[config.mk]
export PLATFORM = sky130hd
export DESIGN_NAME = pwr_switch_ctrl
export DESIGN_NICKNAME = d
export VERILOG_FILES = /design/src/rtl/pwr_sw_pkg.sv /design/src/rtl/pwr_dom_seq.sv /design/src/rtl/pwr_sw_regs.sv /design/src/rtl/pwr_switch_ctrl.sv
export SDC_FILE = /design/constraint.sdc
export NUM_CORES = 1
export LEC_CHECK = 0
export BUFFER_PORTS_ARGS = -buffer_cell sky130_fd_sc_hd__buf_2
export CORE_MARGIN = 5
export CORE_UTILIZATION = 56
export DETAILED_ROUTE_END_ITERATION = 8
export PLACE_DENSITY_LB_ADDON = 0.08
export SLEW_MARGIN = 20
export SYNTH_ARGS = -nofsm -noshare
export SYNTH_HDL_FRONTEND = slang
export SYNTH_HIERARCHICAL = 1
export SYNTH_SLANG_ARGS = --single-unit
[constraint.sdc]
create_clock -name clk -period 2.9 [get_ports clk]
set_input_delay 0.725 -clock clk [delete_from_list [all_inputs] [get_ports clk]]
set_output_delay 0.725 -clock clk [all_outputs]
set_load 0.005 [all_outputs]
[src/rtl/pwr_sw_pkg.sv]
package pwr_sw_pkg;

  typedef enum logic [1:0] {
    DOM_ON        = 2'd0,
    DOM_GOING_OFF = 2'd1,
    DOM_OFF       = 2'd2,
    DOM_GOING_ON  = 2'd3
  } dom_state_e;

  localparam logic [7:0] OFS_CTRL    = 8'h08;
  localparam logic [7:0] OFS_STAT    = 8'h0C;
  localparam logic [7:0] OFS_CORE_DN = 8'h34;
  localparam logic [7:0] OFS_CORE_UP = 8'h38;
  localparam logic [7:0] OFS_GPU_DN  = 8'h3C;
  localparam logic [7:0] OFS_GPU_UP  = 8'h40;

endpackage

[src/rtl/pwr_dom_seq.sv]
module pwr_dom_seq
  import pwr_sw_pkg::*;
#(
  parameter int CNT_W = 16
) (
  input  logic             clk,
  input  logic             rst,
  input  logic             req_off,
  input  logic [CNT_W-1:0] dn_cnt,
  input  logic [CNT_W-1:0] up_cnt,
  output logic             en_q,
  output logic             off_q
);

  dom_state_e       st_q, st_n;
  logic [CNT_W-1:0] cnt_q, cnt_n;
  logic             last_tick;

  assign last_tick = (cnt_q <= CNT_W'(1));

  always_comb begin
    st_n  = st_q;
    cnt_n = cnt_q;
    unique case (st_q)
      DOM_ON: begin
        if (req_off) begin
          st_n  = DOM_GOING_OFF;
          cnt_n = dn_cnt;
        end
      end
      DOM_GOING_OFF: begin
        if (!req_off) begin
          st_n  = DOM_GOING_ON;
          cnt_n = up_cnt;
        end else if (last_tick) begin
          st_n = DOM_OFF;
        end else begin
          cnt_n = cnt_q - CNT_W'(1);
        end
      end
      DOM_OFF: begin
        if (!req_off) begin
          st_n  = DOM_GOING_ON;
          cnt_n = up_cnt;
        end
      end
      DOM_GOING_ON: begin
        if (req_off) begin
          st_n  = DOM_GOING_OFF;
          cnt_n = dn_cnt;
        end else if (last_tick) begin
          st_n = DOM_ON;
        end else begin
          cnt_n = cnt_q - CNT_W'(1);
        end
      end
      default: st_n = DOM_ON;
    endcase
  end

  always_ff @(posedge clk) begin
    if (rst) begin
      st_q  <= DOM_ON;
      cnt_q <= '0;
      en_q  <= 1'b1;
      off_q <= 1'b0;
    end else begin
      st_q  <= st_n;
      cnt_q <= cnt_n;
      en_q  <= (st_n == DOM_ON) || (st_n == DOM_GOING_ON);
      if (st_n == DOM_OFF)     off_q <= 1'b1;
      else if (st_n == DOM_ON) off_q <= 1'b0;
    end
  end

endmodule

[src/rtl/pwr_sw_regs.sv]
module pwr_sw_regs
  import pwr_sw_pkg::*;
#(
  parameter int                      N_DOM    = 4,
  parameter int                      ADDR_W   = 8,
  parameter int                      DATA_W   = 32,
  parameter int                      CNT_W    = 16,
  parameter int                      POS_W    = 5,
  parameter int                      DEF_CNT  = 24,
  parameter logic [N_DOM*POS_W-1:0]  CTRL_POS = '0,
  parameter logic [N_DOM*POS_W-1:0]  STAT_POS = '0
) (
  input  logic              clk,
  input  logic              rst,
  input  logic              wr_en,
  input  logic              rd_en,
  input  logic [ADDR_W-1:0] addr,
  input  logic [DATA_W-1:0] wdata,
  input  logic [N_DOM-1:0]  dom_off,
  output logic [DATA_W-1:0] rdata,
  output logic [N_DOM-1:0]  dom_req,
  output logic [CNT_W-1:0]  core_dn,
  output logic [CNT_W-1:0]  core_up,
  output logic [CNT_W-1:0]  gpu_dn,
  output logic [CNT_W-1:0]  gpu_up
);

  localparam logic [CNT_W-1:0] CNT_RST = CNT_W'(DEF_CNT);

  logic [DATA_W-1:0] ctrl_view, stat_view, rd_n;

  always_comb begin
    ctrl_view = '0;
    stat_view = '0;
    for (int i = 0; i < N_DOM; i++) begin
      ctrl_view[CTRL_POS[i*POS_W +: POS_W]] = dom_req[i];
      stat_view[STAT_POS[i*POS_W +: POS_W]] = dom_off[i];
    end
  end

  always_comb begin
    rd_n = '0;
    if      (addr == ADDR_W'(OFS_CTRL))    rd_n = ctrl_view;
    else if (addr == ADDR_W'(OFS_STAT))    rd_n = stat_view;
    else if (addr == ADDR_W'(OFS_CORE_DN)) rd_n = DATA_W'(core_dn);
    else if (addr == ADDR_W'(OFS_CORE_UP)) rd_n = DATA_W'(core_up);
    else if (addr == ADDR_W'(OFS_GPU_DN))  rd_n = DATA_W'(gpu_dn);
    else if (addr == ADDR_W'(OFS_GPU_UP))  rd_n = DATA_W'(gpu_up);
  end

  always_ff @(posedge clk) begin
    if (rst) begin
      dom_req <= '0;
      core_dn <= CNT_RST;
      core_up <= CNT_RST;
      gpu_dn  <= CNT_RST;
      gpu_up  <= CNT_RST;
      rdata   <= '0;
    end else begin
      if (wr_en) begin
        if (addr == ADDR_W'(OFS_CTRL)) begin
          for (int i = 0; i < N_DOM; i++)
            dom_req[i] <= wdata[CTRL_POS[i*POS_W +: POS_W]];
        end
        if (addr == ADDR_W'(OFS_CORE_DN)) core_dn <= wdata[CNT_W-1:0];
        if (addr == ADDR_W'(OFS_CORE_UP)) core_up <= wdata[CNT_W-1:0];
        if (addr == ADDR_W'(OFS_GPU_DN))  gpu_dn  <= wdata[CNT_W-1:0];
        if (addr == ADDR_W'(OFS_GPU_UP))  gpu_up  <= wdata[CNT_W-1:0];
      end
      if (rd_en) rdata <= rd_n;
    end
  end

endmodule

[src/rtl/pwr_switch_ctrl.sv]
module pwr_switch_ctrl
  import pwr_sw_pkg::*;
#(
  parameter int                     N_DOM    = 4,
  parameter int                     ADDR_W   = 8,
  parameter int                     DATA_W   = 32,
  parameter int                     CNT_W    = 16,
  parameter int                     POS_W    = 5,
  parameter int                     DEF_CNT  = 24,
  parameter logic [N_DOM*POS_W-1:0] CTRL_POS = {5'd9, 5'd8, 5'd14, 5'd7},
  parameter logic [N_DOM*POS_W-1:0] STAT_POS = {5'd9, 5'd8, 5'd10, 5'd7},
  parameter logic [N_DOM-1:0]       GPU_SEL  = 4'b1000
) (
  input  logic              clk,
  input  logic              rst,
  input  logic              wr_en,
  input  logic              rd_en,
  input  logic [ADDR_W-1:0] addr,
  input  logic [DATA_W-1:0] wdata,
  output logic [DATA_W-1:0] rdata,
  output logic [N_DOM-1:0]  pwr_en
);

  logic [N_DOM-1:0] dom_req;
  logic [N_DOM-1:0] dom_off;
  logic [CNT_W-1:0] core_dn, core_up, gpu_dn, gpu_up;

  pwr_sw_regs #(
    .N_DOM(N_DOM), .ADDR_W(ADDR_W), .DATA_W(DATA_W), .CNT_W(CNT_W),
    .POS_W(POS_W), .DEF_CNT(DEF_CNT), .CTRL_POS(CTRL_POS), .STAT_POS(STAT_POS)
  ) u_regs (
    .clk(clk), .rst(rst), .wr_en(wr_en), .rd_en(rd_en), .addr(addr),
    .wdata(wdata), .dom_off(dom_off), .rdata(rdata), .dom_req(dom_req),
    .core_dn(core_dn), .core_up(core_up), .gpu_dn(gpu_dn), .gpu_up(gpu_up)
  );

  for (genvar g = 0; g < N_DOM; g++) begin : g_dom
    logic [CNT_W-1:0] dn_sel, up_sel;
    if (GPU_SEL[g]) begin : g_gpu
      assign dn_sel = gpu_dn;
      assign up_sel = gpu_up;
    end else begin : g_core
      assign dn_sel = core_dn;
      assign up_sel = core_up;
    end
    pwr_dom_seq #(.CNT_W(CNT_W)) u_seq (
      .clk(clk), .rst(rst), .req_off(dom_req[g]),
      .dn_cnt(dn_sel), .up_cnt(up_sel),
      .en_q(pwr_en[g]), .off_q(dom_off[g])
    );
  end

endmodule

==> summary.txt <==
Run status
  • Status: finished clean

Logic synthesis
  • Synth area leader: dfxtp_1
  • Syn Area/Cell: 7.59 µm²
  • Synth top area share: 0.285
  • YS warnings: 6
  • Sequential share of the synthesized area: 0.285
  • Top FF cell, synth: dfxtp_1
  • Post-Synthesis Cells: ~1500
  • Cell with the most instances after synthesis: nor2_1
  • Synthesized cell area: ~12000 µm²
  • Synthesized flop and latch total: roughly 160
  • Post-synth EDFFs: 0
  • Top post-synthesis cells by area: dfxtp_1, a21oi_1, nor2_1
  • FFs w/ async S/R, synth: 0
  • Most frequent cells after synthesis: nor2_1, dfxtp_1, nand2_1, a21oi_1, clkbuf_1
  • Netlist cell types: 88

Flow run
  • Max-cap check violation count: 0

Critical path
  • Worst path slowest cell: or4_1
  • R2R Path End: g_dom[0].u_seq/en_q$_SDFF_PP1_
  • Startpoint Class: flop
  • CP max stage delay: 0.66 ns
  • Instance count on the critical path: 7
  • Critical Path Sink: g_dom[0].u_seq/en_q$_SDFF_PP1_
  • Crit-path cells: or4_1 -> or4_4 -> o21ai_1 -> a21oi_1 -> nor2_1 -> ha_1 -> or2_2
  • Crit-path leading delay family: simple AND/OR/NAND/NOR gates
  • Critical Path Source: g_dom[0].u_seq/cnt_q[11]$_SDFFE_PP0P_
  • Max Fanout on Critical Path: 6
  • WP data arrival: approximately 3.0 ns
  • Critical Path RT: 3.22 ns
  • Setup crit end kind: flop
  • Worst path bufs/invs: 0
  • R2R Setup Slk: 0.28 ns
  • Worst reg2reg startpoint: g_dom[0].u_seq/cnt_q[11]$_SDFFE_PP0P_
  • Critical path class: flop to flop
  • Cell count of the worst reg-to-reg path: 7

Clock network
  • CTS root buf: clkbuf_16
  • Clk sink count: about 160
  • Htree depth: 4
  • Hold buffers post-CTS: 0
  • PostCTS Resize Cnt: 0
  • Inserted Clock Buffers: 17
  • Worst skew pair latency: 0.44 ns
  • Clk slew on worst S/H paths: around 0.07 ns
  • Longest Clk Path Bufs: 2
  • Post-CTS Setup Inserts: 0
  • CTS tree: yes

Timing
  • Tightest Pin Transition: about 0.76 ns
  • Final Skew: 0.00963 ns
  • Setup violators final: 0
  • Unrepaired setup endpoints after global routing: no
  • Fin crit share: 0.905
  • Max Slew Vio Count: 0
  • Period minus WS final: 2.62 ns
  • Fmax: 0.381 GHz
  • Hold Vio Cnt, Final: 0
  • Setup TNS: 0 ns
  • Max-slew headroom: 0.485

Power
  • Worst vdd ir: 0.831 mV
  • Leakage: about 4.5 nW
  • Power per standard cell area: 731 nW/µm²
  • P_sw: 3.66 mW
  • Internal power: 5.40 mW
  • Clock share of power: 0.251
  • Comb pwr share: 0.445
  • Sequential Power Share: 0.304
  • Switching share of total power: 0.404

Drt
  • Via density: 6.61
  • DR WL/cell: 20.7 µm
  • WL final: ~37 mm
  • Pre-antenna DRT Iters: 6
  • Drt drc: 0
  • Starting DRT DRC Count: approximately 1200
  • Post-route ant nets: 0
  • Vias: 11900

Place
  • Port bufs: 47
  • Final HPWL DP: 25.7 mm
  • Placer Congestion: 0.912

Hold path
  • Class of the worst hold path: flop to flop

Die
  • Placeable core area: 20200 µm²
  • Die area: 23600 µm²
  • Die H: 154 µm
  • Die Width: 154 µm
  • I/O pin count: 80
  • Starting density of the core: 0.570
  • Row cnt: 52

Final layout
  • Layout cells sized above 1: 0.130
  • Fin nets: between 1500 and 2000
  • Area Growth Syn to Fin: 7.36%
  • Fillers: 1847
  • Final Util: 0.612
  • Diode count: 0

Global route
  • Largest net degree at the start of global routing: 57
  • Antenna violations before repair: 1
  • Number of global-route vias before repair: 10500
  • First-pass GRT wire length: roughly 58 mm
  • Gr usage total: 0.304
  • GRT Residual Overflow: 0
flip-flops by register name (all words and copies together) (netlist names):
register           flops
u_regs/gpu_dn         16
u_regs/core_up        16
g_dom.u_seq/en_q       4
u_regs/rdata          16
u_regs/gpu_up         16
g_dom.u_seq/cnt_q     64
u_regs/dom_req         4
u_regs/core_dn        16
g_dom.u_seq/st_q       8
g_dom.u_seq/off_q      4
worst min-delay path: stages, from the launching register on:
cell     delay (ns)
dfxtp_1        0.33
nand2_1        0.06
a21oi_1        0.05
routing by layer:
metal  wire length [µm]  global-route usage  vias up
li1                   -                   -     5623
met1              16300               0.443     5577
met2              16400               0.460      615
met3               3490              0.0444       57
met4               1040               0.107        0
met5                  0                   0        -
power by group through the flow:
| stage | sequential, mW | clock (mW) | combinational, mW |
|---|---|---|---|
| detailed placement | 2.79 | 0 | 3.94 |
| global placement | 2.78 | 0 | 3.87 |
| CTS | 2.74 | 2.29 | 3.96 |
| global route | 2.79 | 2.39 | 4.40 |
| floorplan | 2.67 | 0 | 3.13 |
| finish | 2.75 | 2.27 | 4.03 |
cells by family (layout without fill, tap and decap cells):
| family | Yosys count | count (layout) | synth area share |
|---|---|---|---|
| other | 1 | 16 | 0.000325 |
| and+or+nand+nor | 584 | 584 | 0.252 |
| muxes | 53 | 53 | 0.0475 |
| adders and majority gates | 12 | 12 | 0.0130 |
| xor gates and xnor gates | 24 | 24 | 0.0182 |
| AOI/OAI and AO/OA | 506 | 506 | 0.307 |
| DFF | 164 | 164 | 0.285 |
| buffers and inverters | 175 | 167 | 0.0778 |
placed cells by master (no fill, tap or decap), types with 12 or more instances in the layout:
cell type	netlist	final
a31oi_1	15	15
buf_2	10	46
ha_1	12	12
nor2_1	189	189
nor3_1	45	45
a221o_1	13	13
nand2_1	163	163
a21oi_1	144	144
dfxtp_1	164	164
inv_1	33	33
nand3_1	25	25
nor2b_1	20	20
o21ai_0	64	64
a221oi_1	19	19
o311ai_0	14	14
mux2_2	14	14
conb_1	1	16
o31ai_1	14	14
o22ai_1	16	16
xnor2_1	16	16
o221a_2	13	13
a211oi_1	47	47
or3_1	25	25
a32oi_1	12	12
a311oi_1	13	13
nand2b_1	26	26
mux2i_1	39	39
clkbuf_16	0	17
buf_4	19	51
worst min path at each step:
stage                                             start                       endpoint  slack [ns]  depth (start not counted)
after floorplan           u_regs/gpu_dn[7]$_SDFFE_PP0P_  u_regs/gpu_dn[7]$_SDFFE_PP0P_        0.44                          2
after global placement    u_regs/gpu_dn[0]$_SDFFE_PP0P_  u_regs/gpu_dn[0]$_SDFFE_PP0P_        0.47                          2
after detailed placement  u_regs/gpu_dn[0]$_SDFFE_PP0P_  u_regs/gpu_dn[0]$_SDFFE_PP0P_        0.47                          2
after CTS                 u_regs/gpu_dn[0]$_SDFFE_PP0P_  u_regs/gpu_dn[0]$_SDFFE_PP0P_        0.48                          2
after global routing      u_regs/gpu_dn[0]$_SDFFE_PP0P_  u_regs/gpu_dn[0]$_SDFFE_PP0P_        0.50                          2
final                     u_regs/gpu_dn[0]$_SDFFE_PP0P_  u_regs/gpu_dn[0]$_SDFFE_PP0P_        0.48                          2
final cells by class:
cell class,count,area (µm²),share of cell area
Clock buffer,20,457,0.0369
Clock inverter,12,123,0.00990
Inverter,37,139,0.0112
Multi-Input combinational cell,1195,7410,0.598
Sequential cell,164,3280,0.265
Tap cell,270,338,0.0273
Timing Repair Buffer,98,633,0.0511
metrics by stage:
step	std cells	hold WS, ns	setup slack (ns)	total power [mW]	area [µm²]
after floorplan	1534	0.440	0.359	5.79	11600
after global placement	1764	0.471	0.313	6.66	11800
after detailed placement	1764	0.469	0.296	6.73	11800
after CTS	1796	0.480	0.273	9.00	12400
after global routing	1796	0.498	0.142	9.58	12400
final	1796	0.479	0.276	9.05	12400
No activity file was read; power rests on OpenSTA's default activity.
